===== config.mk =====
export PLATFORM = sky130hd
export DESIGN_NAME = bcd_seg_display
export DESIGN_NICKNAME = d
export VERILOG_FILES = /design/src/rtl/bcd_seg_pkg.sv /design/src/rtl/digit_latch.sv /design/src/rtl/blank_ctrl.sv /design/src/rtl/seg_decoder.sv /design/src/rtl/bcd_seg_display.sv
export SDC_FILE = /design/constraint.sdc
export NUM_CORES = 1
export LEC_CHECK = 0
export ABC_AREA = 1
export BUFFER_PORTS_ARGS = -buffer_cell sky130_fd_sc_hd__buf_2
export CAP_MARGIN = 20
export CORE_AREA = 2 2 39 41
export CTS_CLUSTER_SIZE = 40
export DETAILED_ROUTE_END_ITERATION = 10
export DIE_AREA = 0 0 41 43
export SYNTH_ARGS = -nofsm -noshare
export SYNTH_HDL_FRONTEND = slang
export SYNTH_HIERARCHICAL = 1
export SYNTH_SLANG_ARGS = --single-unit

===== constraint.sdc =====
create_clock -name clk -period 1.5 [get_ports clk]
set_input_delay 0.15 -clock clk [delete_from_list [all_inputs] [get_ports clk]]
set_output_delay 0.15 -clock clk [all_outputs]
set_load 0.02 [all_outputs]

===== src/rtl/bcd_seg_pkg.sv =====
package bcd_seg_pkg;
  localparam int DIGIT_W = 4;
  localparam int SEG_N   = 7;
  localparam int MAX_DIGIT = 9;

  typedef logic [DIGIT_W-1:0] digit_t;
  typedef logic [SEG_N-1:0]   seg_t;

  // Segment order: bit0 = a ... bit6 = g, active high.
  function automatic seg_t digit_to_seg(input digit_t d);
    seg_t s;
    case (d)
      4'd0:    s = 7'h3F;
      4'd1:    s = 7'h06;
      4'd2:    s = 7'h5B;
      4'd3:    s = 7'h4F;
      4'd4:    s = 7'h66;
      4'd5:    s = 7'h6D;
      4'd6:    s = 7'h7D;
      4'd7:    s = 7'h07;
      4'd8:    s = 7'h7F;
      4'd9:    s = 7'h6F;
      default: s = '0;
    endcase
    return s;
  endfunction
endpackage


===== src/rtl/digit_latch.sv =====
module digit_latch
  import bcd_seg_pkg::*;
#(
  parameter int W = DIGIT_W
) (
  input  logic         clk,
  input  logic         rst_n,
  input  logic         hold,
  input  logic [W-1:0] d_in,
  output logic [W-1:0] d_q
);
  logic         load_en;
  logic [W-1:0] d_next;

  assign load_en = ~hold;

  always_comb begin
    d_next = d_q;
    if (load_en) d_next = d_in;
  end

  always_ff @(posedge clk or negedge rst_n) begin
    if (!rst_n) d_q <= '0;
    else        d_q <= d_next;
  end
endmodule


===== src/rtl/blank_ctrl.sv =====
module blank_ctrl
  import bcd_seg_pkg::*;
#(
  parameter int W = DIGIT_W
) (
  input  logic [W-1:0] d_q,
  input  logic         blank_force,
  input  logic         rb_in_n,
  input  logic         ext_blank_n,
  output logic         rb_out_n,
  output logic         blank
);
  logic is_zero;
  logic node_n;

  assign is_zero  = (d_q == '0);
  assign rb_out_n = ~(blank_force | (~rb_in_n & is_zero));
  assign node_n   = rb_out_n & ext_blank_n;  // wired-AND of the ripple node
  assign blank    = ~node_n;
endmodule


===== src/rtl/seg_decoder.sv =====
module seg_decoder
  import bcd_seg_pkg::*;
#(
  parameter int W = DIGIT_W,
  parameter int S = SEG_N
) (
  input  logic [W-1:0] d_q,
  input  logic         blank,
  input  logic         dp_in,
  output logic [S-1:0] seg,
  output logic         dp_out
);
  seg_t raw;

  always_comb begin
    raw = digit_to_seg(digit_t'(d_q));
  end

  genvar i;
  generate
    for (i = 0; i < S; i++) begin : g_seg
      assign seg[i] = raw[i] & ~blank;
    end
  endgenerate

  assign dp_out = dp_in & ~blank;
endmodule


===== src/rtl/bcd_seg_display.sv =====
module bcd_seg_display
  import bcd_seg_pkg::*;
(
  input  logic               clk,
  input  logic               rst_n,
  input  logic [DIGIT_W-1:0] bcd_in,
  input  logic               hold,
  input  logic               blank_force,
  input  logic               rb_in_n,
  input  logic               dp_in,
  input  logic               ext_blank_n,
  output logic               rb_out_n,
  output logic [DIGIT_W-1:0] q,
  output logic [SEG_N-1:0]   seg,
  output logic               dp_out
);
  logic blank;

  digit_latch #(.W(DIGIT_W)) u_latch (
    .clk  (clk),
    .rst_n(rst_n),
    .hold (hold),
    .d_in (bcd_in),
    .d_q  (q)
  );

  blank_ctrl #(.W(DIGIT_W)) u_blank (
    .d_q        (q),
    .blank_force(blank_force),
    .rb_in_n    (rb_in_n),
    .ext_blank_n(ext_blank_n),
    .rb_out_n   (rb_out_n),
    .blank      (blank)
  );

  seg_decoder #(.W(DIGIT_W), .S(SEG_N)) u_dec (
    .d_q   (q),
    .blank (blank),
    .dp_in (dp_in),
    .seg   (seg),
    .dp_out(dp_out)
  );
endmodule


# Word level (Yosys, flattened, before mapping)
# Memories as Yosys holds them, arrays and structs flattened.
# Index checks and enable logic that the tools add are counted.
[totals] ff_bits=4 mem_bits_ro=112 in_bits=11 output_inout_bits=13 elab_cells=16 n_memories=1
[classes] bitwise_logic=13 reduce_logical=1
[mem_list] name="(no name shown)" words=16 word_bits=7 read_ports=1 rd_ports_with_merged_regs=0 wr=0 line="bcd_seg_pkg.sv:12" rtl="case (d)"
[ops] operator="$and 1x1->1" n=10
[ops] operator="$logic_not 4->1" n=1
[ops] operator="$not 1->1" n=2
[ops] operator="$or 1x1->1" n=1

# Depth between registers and ports, before layout
# Gate-level depths: netlist of the first run.
[logic_depth] depth_word=6 depth_mapped=6 ltp_nobuf=6

# Cells and area by module
# The synthesis of the first run kept the hierarchy.
[modules_own_cells] module="seg_decoder" instances=1 cells_each=38 area_per_inst_um2=197.7 seq_area_each_um2=0.0
[modules_own_cells] module="digit_latch" instances=1 cells_each=17 area_per_inst_um2=148.9 seq_area_each_um2=100.1
[modules_own_cells] module="blank_ctrl" instances=1 cells_each=8 area_per_inst_um2=32.5 seq_area_each_um2=0.0

# Worst setup path before layout of the first run
# Ideal clock, no wire load.
[synth_path] kind="reg2out" start="reg u_latch.d_q[1]" end="out seg[3]" arrival_time_ns=1.397 t_required_ns=1.350 slack_ns=-0.047 stages_incl_launch_ff=7 path_buffers=0 path_cell_list="dfrtp_1 -> inv_1 -> ha_1 -> nand2_1 -> inv_1 -> nor2_1 -> nor2_1"
[synth_between] elab_chain_cells=6 word_cells_on_any_way=7 classes_between="bitwise: 5; reduce/logical: 1; memory: 1"
[synth_lines] item="start: declaration" line="digit_latch.sv:10" rtl="output logic [W-1:0] d_q"
[synth_lines] item="start signal: assignment" line="digit_latch.sv:24" rtl="else d_q <= d_next;"
[synth_lines] item="$logic_not 4->1" line="blank_ctrl.sv:16" rtl="assign is_zero = (d_q == '0);"
[synth_lines] item="$and 1x1->1" line="blank_ctrl.sv:17" rtl="assign rb_out_n = ~(blank_force | (~rb_in_n & is_zero));"
[synth_lines] item="$or 1x1->1" line="blank_ctrl.sv:17"
[synth_lines] item="$not 1->1" line="blank_ctrl.sv:17"
[synth_lines] item="$and 1x1->1" line="blank_ctrl.sv:18" rtl="assign node_n = rb_out_n & ext_blank_n;"
[synth_lines] item="$and 1x1->1 (*)" line="seg_decoder.sv:22" rtl="assign seg[i] = raw[i] & ~blank;"
[synth_lines] item="end: declaration" line="bcd_seg_display.sv:14" rtl="output logic [SEG_N-1:0] seg,"
# Every way passes the cells marked *; elsewhere a longest branch is shown, timed or not.

# Worst setup path in the final report of the first run
[layout_path] start="reg u_latch.d_q[0]" end="out seg[0]"
# Same word-level chain as after synthesis.

==> results.py, run 1 <==
metrics = {
    "finish": {
        "top_regs": "u_latch/d_q: 4 flops",
        "fin_nets": 114,
        "area_growth_pct": 79.5,
        "final_util_pct": 49.2,
        "seqCellArea_sq_um": 100,
        "fill_cells": 146,
        "multi_input_area_sq_um": 283,
        "largest_register_ffs": 4,
        "regMostFlops": "u_latch/d_q",
        "drive_above_1_share_pct": 52.1,
        "diodes": 0,
        "stdcell_area_sq_um": 681,
    },
    "sta": {
        "fin_ws_ps": -44.3,
        "drv_slew": 0,
        "whs_ps": 112,
        "timing.final.crit_share_pct": 103,
        "relSlewSlack_pct": 89.3,
        "setup_violations": 4,
        "fmax_ghz": 0.648,
        "tightestPinTransition_ps": 160,
        "rsz0062_at_grt": "yes",
        "fin_crit_ps": 1540,
        "final_hold_viol_count": 0,
        "finalClockSkew_ps": 0,
        "timing.setup.tns_ps": -70.4,
    },
    "route": {
        "wl_per_cell_microns": 8.82,
        "antenna_left": 0,
        "via_per_inst": 4.14,
        "wirelength_microns": 988,
        "vias": 464,
        "drcViolationCount": 0,
        "drt-pass1-iter-count": 2,
        "drt_iter0_markers": 5,
    },
    "clock_network": {
        "htreeDepth": 1,
        "tritoncts": "yes",
        "cts_max_path_buffers": 2,
        "clk_latency_ps": 230,
        "cts.sinks": 4,
        "cts_buffers": 3,
        "path_clk_slew_ps": 40,
        "root_buffer": "clkbuf_4",
    },
    "critical_path": {
        "critPathTopFamily": "flip-flops",
        "cp_data_required_time_ps": 1350,
        "worstReg2RegStart": "u_latch/d_q[1]$_DFFE_PN0N_",
        "path_class": "reg2out",
        "path_cells": "buf_6 -> ha_2 -> o21ai_2 -> nor2_1 -> nor2_1 -> buf_4",
        "slowest_stage": "dfrtp_1",
        "end_kind": "primary output",
        "crit_start": "u_latch/d_q[0]$_DFFE_PN0N_",
        "rrSetupSlack_ps": 720,
        "reg2reg_depth": 3,
        "slowest_delay_ps": 410,
        "cpMostUsedCell": "nor2_1",
        "startpoint_type": "register",
        "critPathArrivalTime_ps": 1390,
        "worst-path-buf-inv": 2,
        "timing.rr.end": "u_latch/d_q[1]$_DFFE_PN0N_",
        "critPathMaxFanout": 4,
    },
    "placed_design": {
        "hpwl_microns": 724,
        "io_buffer_count": 23,
        "postPlaceCellArea_sq_um": 539,
        "finalWeightedCongestion": 0.641,
    },
    "worst_hold_path": {
        "hp-class": "in2reg",
        "min-delay-start": "bcd_in[3]",
        "min_delay_path_depth": 3,
        "min_to": "u_latch/d_q[3]$_DFFE_PN0N_",
    },
    "run": {
        "maxCapViolations": 0,
    },
    "global_route": {
        "global_route.overflow_total": 0,
        "grt_max_degree": 11,
        "grtUsageTotal_pct": 13.0,
        "grt_pass1_vias": 422,
        "antenna_found_initial": 0,
        "grt_pass1_wl_microns": 1600,
    },
    "die": {
        "rows": 14,
        "core-area_sq_mm": 0.00138,
        "die_h_microns": 43,
        "pin_count": 24,
        "die_area_sq_mm": 0.00176,
        "start_util_pct": 27.4,
        "die_x_microns": 41,
    },
    "pwr": {
        "cellPowerDensity_mw_per_mm2": 712,
        "combPwrFrac_pct": 46.6,
        "cellLeakagePower_nw": 0.404,
        "peakVddDrop_mv": 0.414,
        "switching_share_pct": 37.0,
        "p_seq_share_pct": 26.1,
        "internal_power_uw": 305,
        "p_total_uw": 485,
        "net-switching-power_uw": 179,
        "clkPwrFrac_pct": 27.3,
    },
    "synthesis": {
        "synth_area_sq_um": 379,
        "post-synth-top-area-cell": "dfrtp_1",
        "synth_cell_type_count": 11,
        "ys_seq_area_share_pct": 26.4,
        "synth_top_area_share_pct": 26.4,
        "synth_area_per_cell_sq_um": 6.02,
        "yosys_warnings": 6,
        "ys_ff_latch": 4,
        "syn-instance-count": 63,
        "synth_nets": 79,
        "synthTopCellsByArea": "dfrtp_1 26%, nand2_1 17%, nor2_1 17%",
    },
    "outcome": {
        "violations": "setup timing",
        "status": "finished with violations",
    },
}
## synthesized netlist by cell type, drive strengths merged
| cell | count |
|---|---|
| nand2 | 17 |
| inv | 14 |
| ha | 5 |
| dfrtp | 4 |
| nor3 | 1 |
| nand3 | 2 |
| o21a | 1 |
| o21ai | 2 |
| nor2 | 17 |
## cell families (layout without fill, tap and decap cells)
group | after synthesis | in the layout | synth area share, %
compound gates | 3 | 3 | 5.61
flops | 4 | 4 | 26.4
fa+ha+maj | 5 | 5 | 16.5
buf+inv | 14 | 47 | 13.9
simple gates | 37 | 37 | 37.6
## through the flow
step                      setup WS, ps  cells
after floorplan                 -0.716     63
after global placement             146    105
after detailed placement           107    105
after CTS                        -39.7    112
after global routing              -124    112
final                            -44.3    112
## worst max-delay path by stage
stage / to / slack [ps] / depth (start not counted)
6_report: seg[0] / -40 / 6
5_1_grt: seg[0] / -120 / 6
4_1_cts: seg[6] / -40 / 8
3_5_place_dp: seg[3] / 110 / 7
3_3_place_gp: seg[3] / 150 / 7
2_1_floorplan: seg[1] / -0.7 / 5
## worst min-delay path: cells and delay by family
family,cells,cell delay [ps]
AND/OR/NAND/NOR,2,90
buffers and inverters,1,70
## per-layer routing
metal,track usage (%),vias to the layer above,wire (microns)
met5,0,-,0
met2,21.9,16,523
met4,6.00,0,0
met3,1.57,0,49
met1,15.3,198,415
li1,-,250,-
## area by class of cell
| cell class | instances | area share [%] |
|---|---|---|
| Timing Repair Buffer | 30 | 29.8 |
| Clock buffer | 3 | 3.31 |
| Tap cell | 16 | 2.94 |
| Multi-Input combinational cell | 45 | 41.5 |
| Sequential cell | 4 | 14.7 |
| Inverter | 14 | 7.72 |
## power groups by stage
| stage | Sequential, mW | Clock (mW) | Combinational, mW |
|---|---|---|---|
| 4_1_cts | 0.127 | 0.137 | 0.215 |
| 3_3_place_gp | 0.128 | 0 | 0.172 |
| 2_1_floorplan | 0.148 | 0 | 0.0869 |
| 3_5_place_dp | 0.129 | 0 | 0.172 |
| 5_1_grt | 0.129 | 0.139 | 0.249 |
| 6_report | 0.127 | 0.132 | 0.226 |
## cells in the final DEF, fill, tap and decap left out, drive strengths merged
master and n:
inv 14, o21a 1, clkbuf 3, ha 5
nor3 1, buf 29, dfrtp 4, nand2 17
nor2 17, dlygate4sd3 1, nand3 2, o21ai 2
## repair_timing
| item | CTS | global route |
|---|---|---|
| hold buffers | 1 | 0 |
| pin swaps | 5 | 4 |
| endpoints found under the hold margin | 4 | 0 |
| gates resized for setup | 22 | 6 |
| setup endpoints to repair | 7 | 7 |
| buffers inserted | 3 | 0 |
(Power assumes the default switching activity.)
==> run 2, diff against run 1 <==
Clock period 1.5 ns to 1.9 ns, I/O delays scaled along.
==> results.py, run 2 (synthesis gave the netlist of run 1 again) <==
metrics = {
    "finish": {
        "fin_nets": 108,
        "top_regs": "u_latch/d_q: 4 flops",
        "final_cell_mix": "23 x buf_2, 17 x nor2_1, 17 x nand2_1, 13 x inv_1, 5 x ha_1",
        "largest_register_ffs": 4,
        "stdcell_area_sq_um": 548,
        "final_common_cell": "buf_2",
        "drive_above_1_share_pct": 32.2,
        "fill_cells": 164,
        "diodes": 0,
        "area_growth_pct": 44.6,
        "regMostFlops": "u_latch/d_q",
    },
    "sta": {
        "final_hold_viol_count": 0,
        "fin_crit_ps": 1700,
        "fmax_ghz": 0.589,
        "fin_ws_ps": 203,
        "tightestPinTransition_ps": 222,
        "rsz0062_at_grt": "no",
        "timing.setup.tns_ps": 0,
        "relSlewSlack_pct": 85.2,
        "drv_slew": 0,
        "setup_violations": 0,
        "timing.final.crit_share_pct": 89.3,
        "finalClockSkew_ps": 0,
    },
    "critical_path": {
        "end_kind": "primary output",
        "slowest_stage": "dfrtp_1",
        "slowest_delay_ps": 450,
        "startpoint_type": "register",
        "cp_data_required_time_ps": 1710,
        "path_cells": "inv_1 -> ha_1 -> nand2_1 -> inv_1 -> nor2_1 -> nor2_1 -> buf_2",
        "critPathMaxFanout": 7,
        "worst-path-buf-inv": 3,
        "critPathArrivalTime_ps": 1510,
        "path_class": "reg2out",
        "critPathTopFamily": "flip-flops",
        "worstReg2RegStart": "u_latch/d_q[2]$_DFFE_PN0N_",
        "crit_start": "u_latch/d_q[1]$_DFFE_PN0N_",
    },
    "pwr": {
        "cellLeakagePower_nw": 0.369,
        "cellPowerDensity_mw_per_mm2": 607,
        "peakVddDrop_mv": 0.245,
    },
    "global_route": {
        "grtUsageTotal_pct": 11.6,
        "grt_max_degree": 12,
        "grt_pass1_vias": 373,
        "antenna_found_initial": 0,
        "global_route.overflow_total": 0,
        "grt_pass1_wl_microns": 1350,
    },
    "route": {
        "drcViolationCount": 0,
        "wirelength_microns": 872,
        "vias": 430,
        "via_per_inst": 4.06,
        "drt-pass1-iter-count": 4,
        "drt_iter0_markers": 2,
        "antenna_left": 0,
        "wl_per_cell_microns": 8.23,
    },
    "worst_hold_path": {
        "min-delay-start": "bcd_in[1]",
        "hp-class": "in2reg",
    },
    "placed_design": {
        "postPlaceCellArea_sq_um": 514,
        "hpwl_microns": 700,
        "finalWeightedCongestion": 0.664,
        "pre_cts_ws_ps": 374,
        "io_buffer_count": 23,
    },
    "clock_network": {
        "cts_buffers": 3,
        "cts_max_path_buffers": 2,
        "root_buffer": "clkbuf_4",
        "cts.sinks": 4,
        "tritoncts": "yes",
        "htreeDepth": 1,
        "clk_latency_ps": 230,
        "post_cts_buffers": 0,
        "path_clk_slew_ps": 40,
    },
    "run": {
        "maxCapViolations": 0,
    },
    "outcome": {
        "status": "complete, no violations",
    },
    "die": {
        "die_h_microns": 43,
        "start_util_pct": 27.4,
        "die_area_sq_mm": 0.00176,
        "pin_count": 24,
        "rows": 14,
        "die_x_microns": 41,
        "core-area_sq_mm": 0.00138,
    },
}
-- run 2: changes by cell type in the layout (fill, tap and decap cells not counted), moves of 3 or more --
cell,delta
buf_2,+7
buf_4,-9
inv_1,+5
nand2_1,+3
inv_2,-5
ha_1,+4
buf_6,-4
-- run 2: metrics by stage --
| stage | instances | hold slack [ps] | utilization, % | power, mW |
|---|---|---|---|---|
| detailed placement | 102 | -1.27 | 37.2 | 0.228 |
| global placement | 102 | -0.123 | 37.2 | 0.226 |
| finish | 106 | 151 | 39.6 | 0.333 |
| global route | 106 | 161 | 39.6 | 0.358 |
| floorplan | 63 | -106 | - | 0.185 |
| CTS | 106 | 143 | 39.5 | 0.339 |
-- run 2: cell type report --
type | count | area [sq um] | area share, %
Tap cell | 16 | 20.0 | 3.65
Timing Repair Buffer | 24 | 125 | 22.8
Inverter | 14 | 52.6 | 9.59
Sequential cell | 4 | 101 | 18.5
Multi-Input combinational cell | 45 | 226 | 41.3
Clock buffer | 3 | 22.5 | 4.11
-- run 2: routing by layer --
layer / vias up / share of wire, % / track usage [%]
li1: 237 / - / -
met1: 175 / 44 / 12.0
met2: 16 / 49 / 18.8
met3: 2 / 6.1 / 1.57
met4: 0 / 0.92 / 10.0
met5: - / 0 / 0
-- run 2: final timing paths --
path | to | slack [ps] | depth (start not counted)
worst max-delay path | seg[3] | 200 | 7
worst min-delay path | u_latch/d_q[1]$_DFFE_PN0N_ | 150 | 3
worst max register to register | u_latch/d_q[2]$_DFFE_PN0N_ | 1170 | 2
worst min register to register | u_latch/d_q[0]$_DFFE_PN0N_ | 610 | 2
max in group asynchronous | u_latch/d_q[2]$_DFFE_PN0N_ | 1470 | 2
min in group asynchronous | u_latch/d_q[1]$_DFFE_PN0N_ | 300 | 2
-- run 2: worst register-to-register path, cell delays in order, from the launching register on --
cell,delay (ps)
dfrtp_2,480
nand2_1,80
nand2_1,60
-- run 2: power breakdown --
| part | internal (mW) | leakage [nW] | switching, mW |
|---|---|---|---|
| Sequential | 0.0936 | 0.0476 | 0.0170 |
| Combinational | 0.0445 | 0.307 | 0.0719 |
| Clock | 0.0707 | 0.0138 | 0.0353 |
| Total | 0.209 | 0.369 | 0.124 |
-- run 2: timing repair --
action                                  CTS  global route
hold buffers                              1             0
endpoints found under the hold margin     4             0
resized for setup                         0             1
endpoints found under the setup margin    0             5
==> run 3, diff against run 2 <==
Settings changed: ABC_AREA 1 to default.
==> results.py, run 3 <==
metrics = {
    "outcome": {
        "status": "complete, no violations",
    },
    "sta": {
        "fin_crit_ps": 1850,
        "finalClockSkew_ps": 0,
        "whs_ps": 189,
        "drv_slew": 0,
        "setup_violations": 0,
        "fmax_ghz": 0.540,
        "fin_ws_ps": 48.9,
        "relSlewSlack_pct": 88.3,
        "timing.final.crit_share_pct": 97.4,
        "tightestPinTransition_ps": 174,
        "final_hold_viol_count": 0,
        "timing.setup.tns_ps": 0,
        "rsz0062_at_grt": "yes",
    },
    "finish": {
        "drive_above_1_share_pct": 51.3,
        "regMostFlops": "u_latch/d_q",
        "fill_cells": 146,
        "final_cell_mix": "22 x buf_2, 6 x buf_4, 5 x ha_1",
        "stdcell_area_sq_um": 618,
        "top_regs": "u_latch/d_q: 4 flops",
        "stdcell_count": 92,
        "final_common_cell": "buf_2",
        "diodes": 0,
        "area_growth_pct": 47.9,
        "largest_register_ffs": 4,
        "fin_nets": 94,
    },
    "die": {
        "die_h_microns": 43,
        "core-area_sq_mm": 0.00138,
        "pin_count": 24,
        "die_x_microns": 41,
        "die_area_sq_mm": 0.00176,
        "rows": 14,
        "start_util_pct": 30.2,
    },
    "synthesis": {
        "yosysMostFrequentCell": "ha_1",
        "synthTopCellsByArea": "dfrtp_1 24%, ha_1 15%, mux2_2 11%",
        "ys_ff_latch": 4,
        "synth_common_cells": "5 x ha_1, 4 x dfrtp_1, 4 x mux2_2, 4 x nand2b_1, 4 x nor2_1",
        "synth_xor_area_share_pct": 2.10,
        "synth_cell_type_count": 21,
        "syn-instance-count": 46,
        "synth-compound-area-share_pct": 15.0,
        "yosys_warnings": 6,
        "synth_area_sq_um": 418,
        "synth_flop_cell": "dfrtp_1",
        "synth_area_per_cell_sq_um": 9.08,
        "synth_top_area_share_pct": 24.0,
        "synth_top_family_by_area": "simple AND/OR/NAND/NOR gates",
        "synth-simple-area-share_pct": 24.3,
        "ys_seq_area_share_pct": 24.0,
        "synth.area.mux_share_pct": 13.2,
        "synth_edf_count": 0,
        "synthArstFlopShare_pct": 100,
        "post-synth-top-area-cell": "dfrtp_1",
        "synth-adder-area-share_pct": 15.0,
        "synth_nets": 62,
    },
    "global_route": {
        "grt_pass1_vias": 343,
        "grt_max_degree": 12,
        "global_route.overflow_total": 0,
        "grtUsageTotal_pct": 11.3,
        "grt_pass1_wl_microns": 1390,
        "antenna_found_initial": 0,
    },
    "worst_hold_path": {
        "hp-class": "in2reg",
        "min_to": "u_latch/d_q[0]$_DFFE_PN0N_",
        "min_delay_path_depth": 2,
        "min-delay-start": "bcd_in[0]",
    },
    "placed_design": {
        "pre_cts_ws_ps": 224,
        "finalWeightedCongestion": 0.696,
        "hpwl_microns": 740,
        "postPlaceCellArea_sq_um": 567,
        "dp.cells": 87,
        "io_buffer_count": 23,
    },
    "critical_path": {
        "startpoint_type": "register",
        "rrSetupSlack_ps": 960,
        "cp_data_required_time_ps": 1710,
        "path_cells": "nor3_4 -> a211o_1 -> or2_1 -> a21o_1 -> o31ai_1 -> buf_2",
        "timing.rr.end": "u_latch/d_q[0]$_DFFE_PN0N_",
        "slowest_delay_ps": 430,
        "end_kind": "primary output",
        "path_class": "reg2out",
        "slowest_stage": "dfrtp_2",
        "worstReg2RegStart": "u_latch/d_q[0]$_DFFE_PN0N_",
        "critPathArrivalTime_ps": 1660,
        "critPathMaxFanout": 7,
        "reg2reg_depth": 2,
    },
    "clock_network": {
        "path_clk_slew_ps": 40,
        "root_buffer": "clkbuf_4",
        "clk_latency_ps": 230,
        "cts_buffers": 3,
        "htreeDepth": 1,
        "cts_max_path_buffers": 2,
        "tritoncts": "yes",
        "cts.sinks": 4,
    },
    "route": {
        "wirelength_microns": 962,
        "antenna_left": 0,
        "drcViolationCount": 0,
        "drt_iter0_markers": 12,
        "via_per_inst": 4.60,
        "drt-pass1-iter-count": 2,
        "wl_per_cell_microns": 10.5,
        "vias": 423,
    },
    "pwr": {
        "cellLeakagePower_nw": 0.321,
        "peakVddDrop_mv": 0.338,
        "cellPowerDensity_mw_per_mm2": 608,
    },
    "run": {
        "maxCapViolations": 0,
    },
}
## run 3: changes by cell type after synthesis, moves of 3 or more
cell,previous run,this run
mux2_2,0,4
nor2b_1,0,3
nand2b_1,0,4
o22ai_1,0,3
a21oi_1,0,3
nand2_1,17,0
inv_1,13,3
nor2_1,17,4
## run 3: area by class of cell
cell class	instances	area [sq um]	area share, %
multi-input combinational	37	297	48.0
timing repair buffer	29	165	26.7
tap	16	20.0	3.24
sequential	4	103	16.6
clock buffer	3	22.5	3.64
inverter	3	11.3	1.82
## run 3: worst max-delay path by stage
stage                  end                        from
global route        seg[0]  u_latch/d_q[1]$_DFFE_PN0N_
detailed placement  seg[3]  u_latch/d_q[1]$_DFFE_PN0N_
CTS                 seg[3]  u_latch/d_q[1]$_DFFE_PN0N_
global placement    seg[0]  u_latch/d_q[0]$_DFFE_PN0N_
floorplan           seg[3]  u_latch/d_q[1]$_DFFE_PN0N_
finish              seg[0]  u_latch/d_q[1]$_DFFE_PN0N_
## run 3: timing repair
item / CTS / global route
endpoints found under the setup margin: 2 / 2
pin swaps: 0 / 3
hold buffers: 1 / 0
resized for setup: 2 / 2
endpoints found under the hold margin: 4 / 0
setup buffers: 0 / 1
## run 3: critical path, delay by kind of cell (launching register included)
family	cells	cell delay (ps)
simple gates	2	310
buf+inv	1	200
compound gates	3	500
flops	1	430
## run 3: kinds of logic after synthesis
logic type,count (synthesis)
XOR/XNOR,1
flip-flops,4
AND/OR/NAND/NOR,16
adder cells (fa/ha/maj),5
buffers and inverters,5
multiplexers,5
AO/OA/AOI/OAI,10
## run 3: metrics by stage
stage	util [%]	total power [mW]
after floorplan	-	0.211
after global placement	41.0	0.265
after detailed placement	41.0	0.264
after CTS	43.5	0.377
after global routing	44.7	0.406
final	44.7	0.376
## run 3: where the power goes
| part | total (mW) | switching, mW | internal (mW) |
|---|---|---|---|
| Combinational | 0.167 | 0.0904 | 0.0766 |
| Sequential | 0.105 | 0.00943 | 0.0951 |
| Clock | 0.104 | 0.0335 | 0.0706 |
| Total | 0.376 | 0.133 | 0.242 |
## run 3: routing by layer
layer / wire (microns) / GRT usage (%)
met1: 415 / 15.6
met2: 468 / 16.3
met3: 79 / 0
met4: 0 / 8.00
met5: 0 / 0
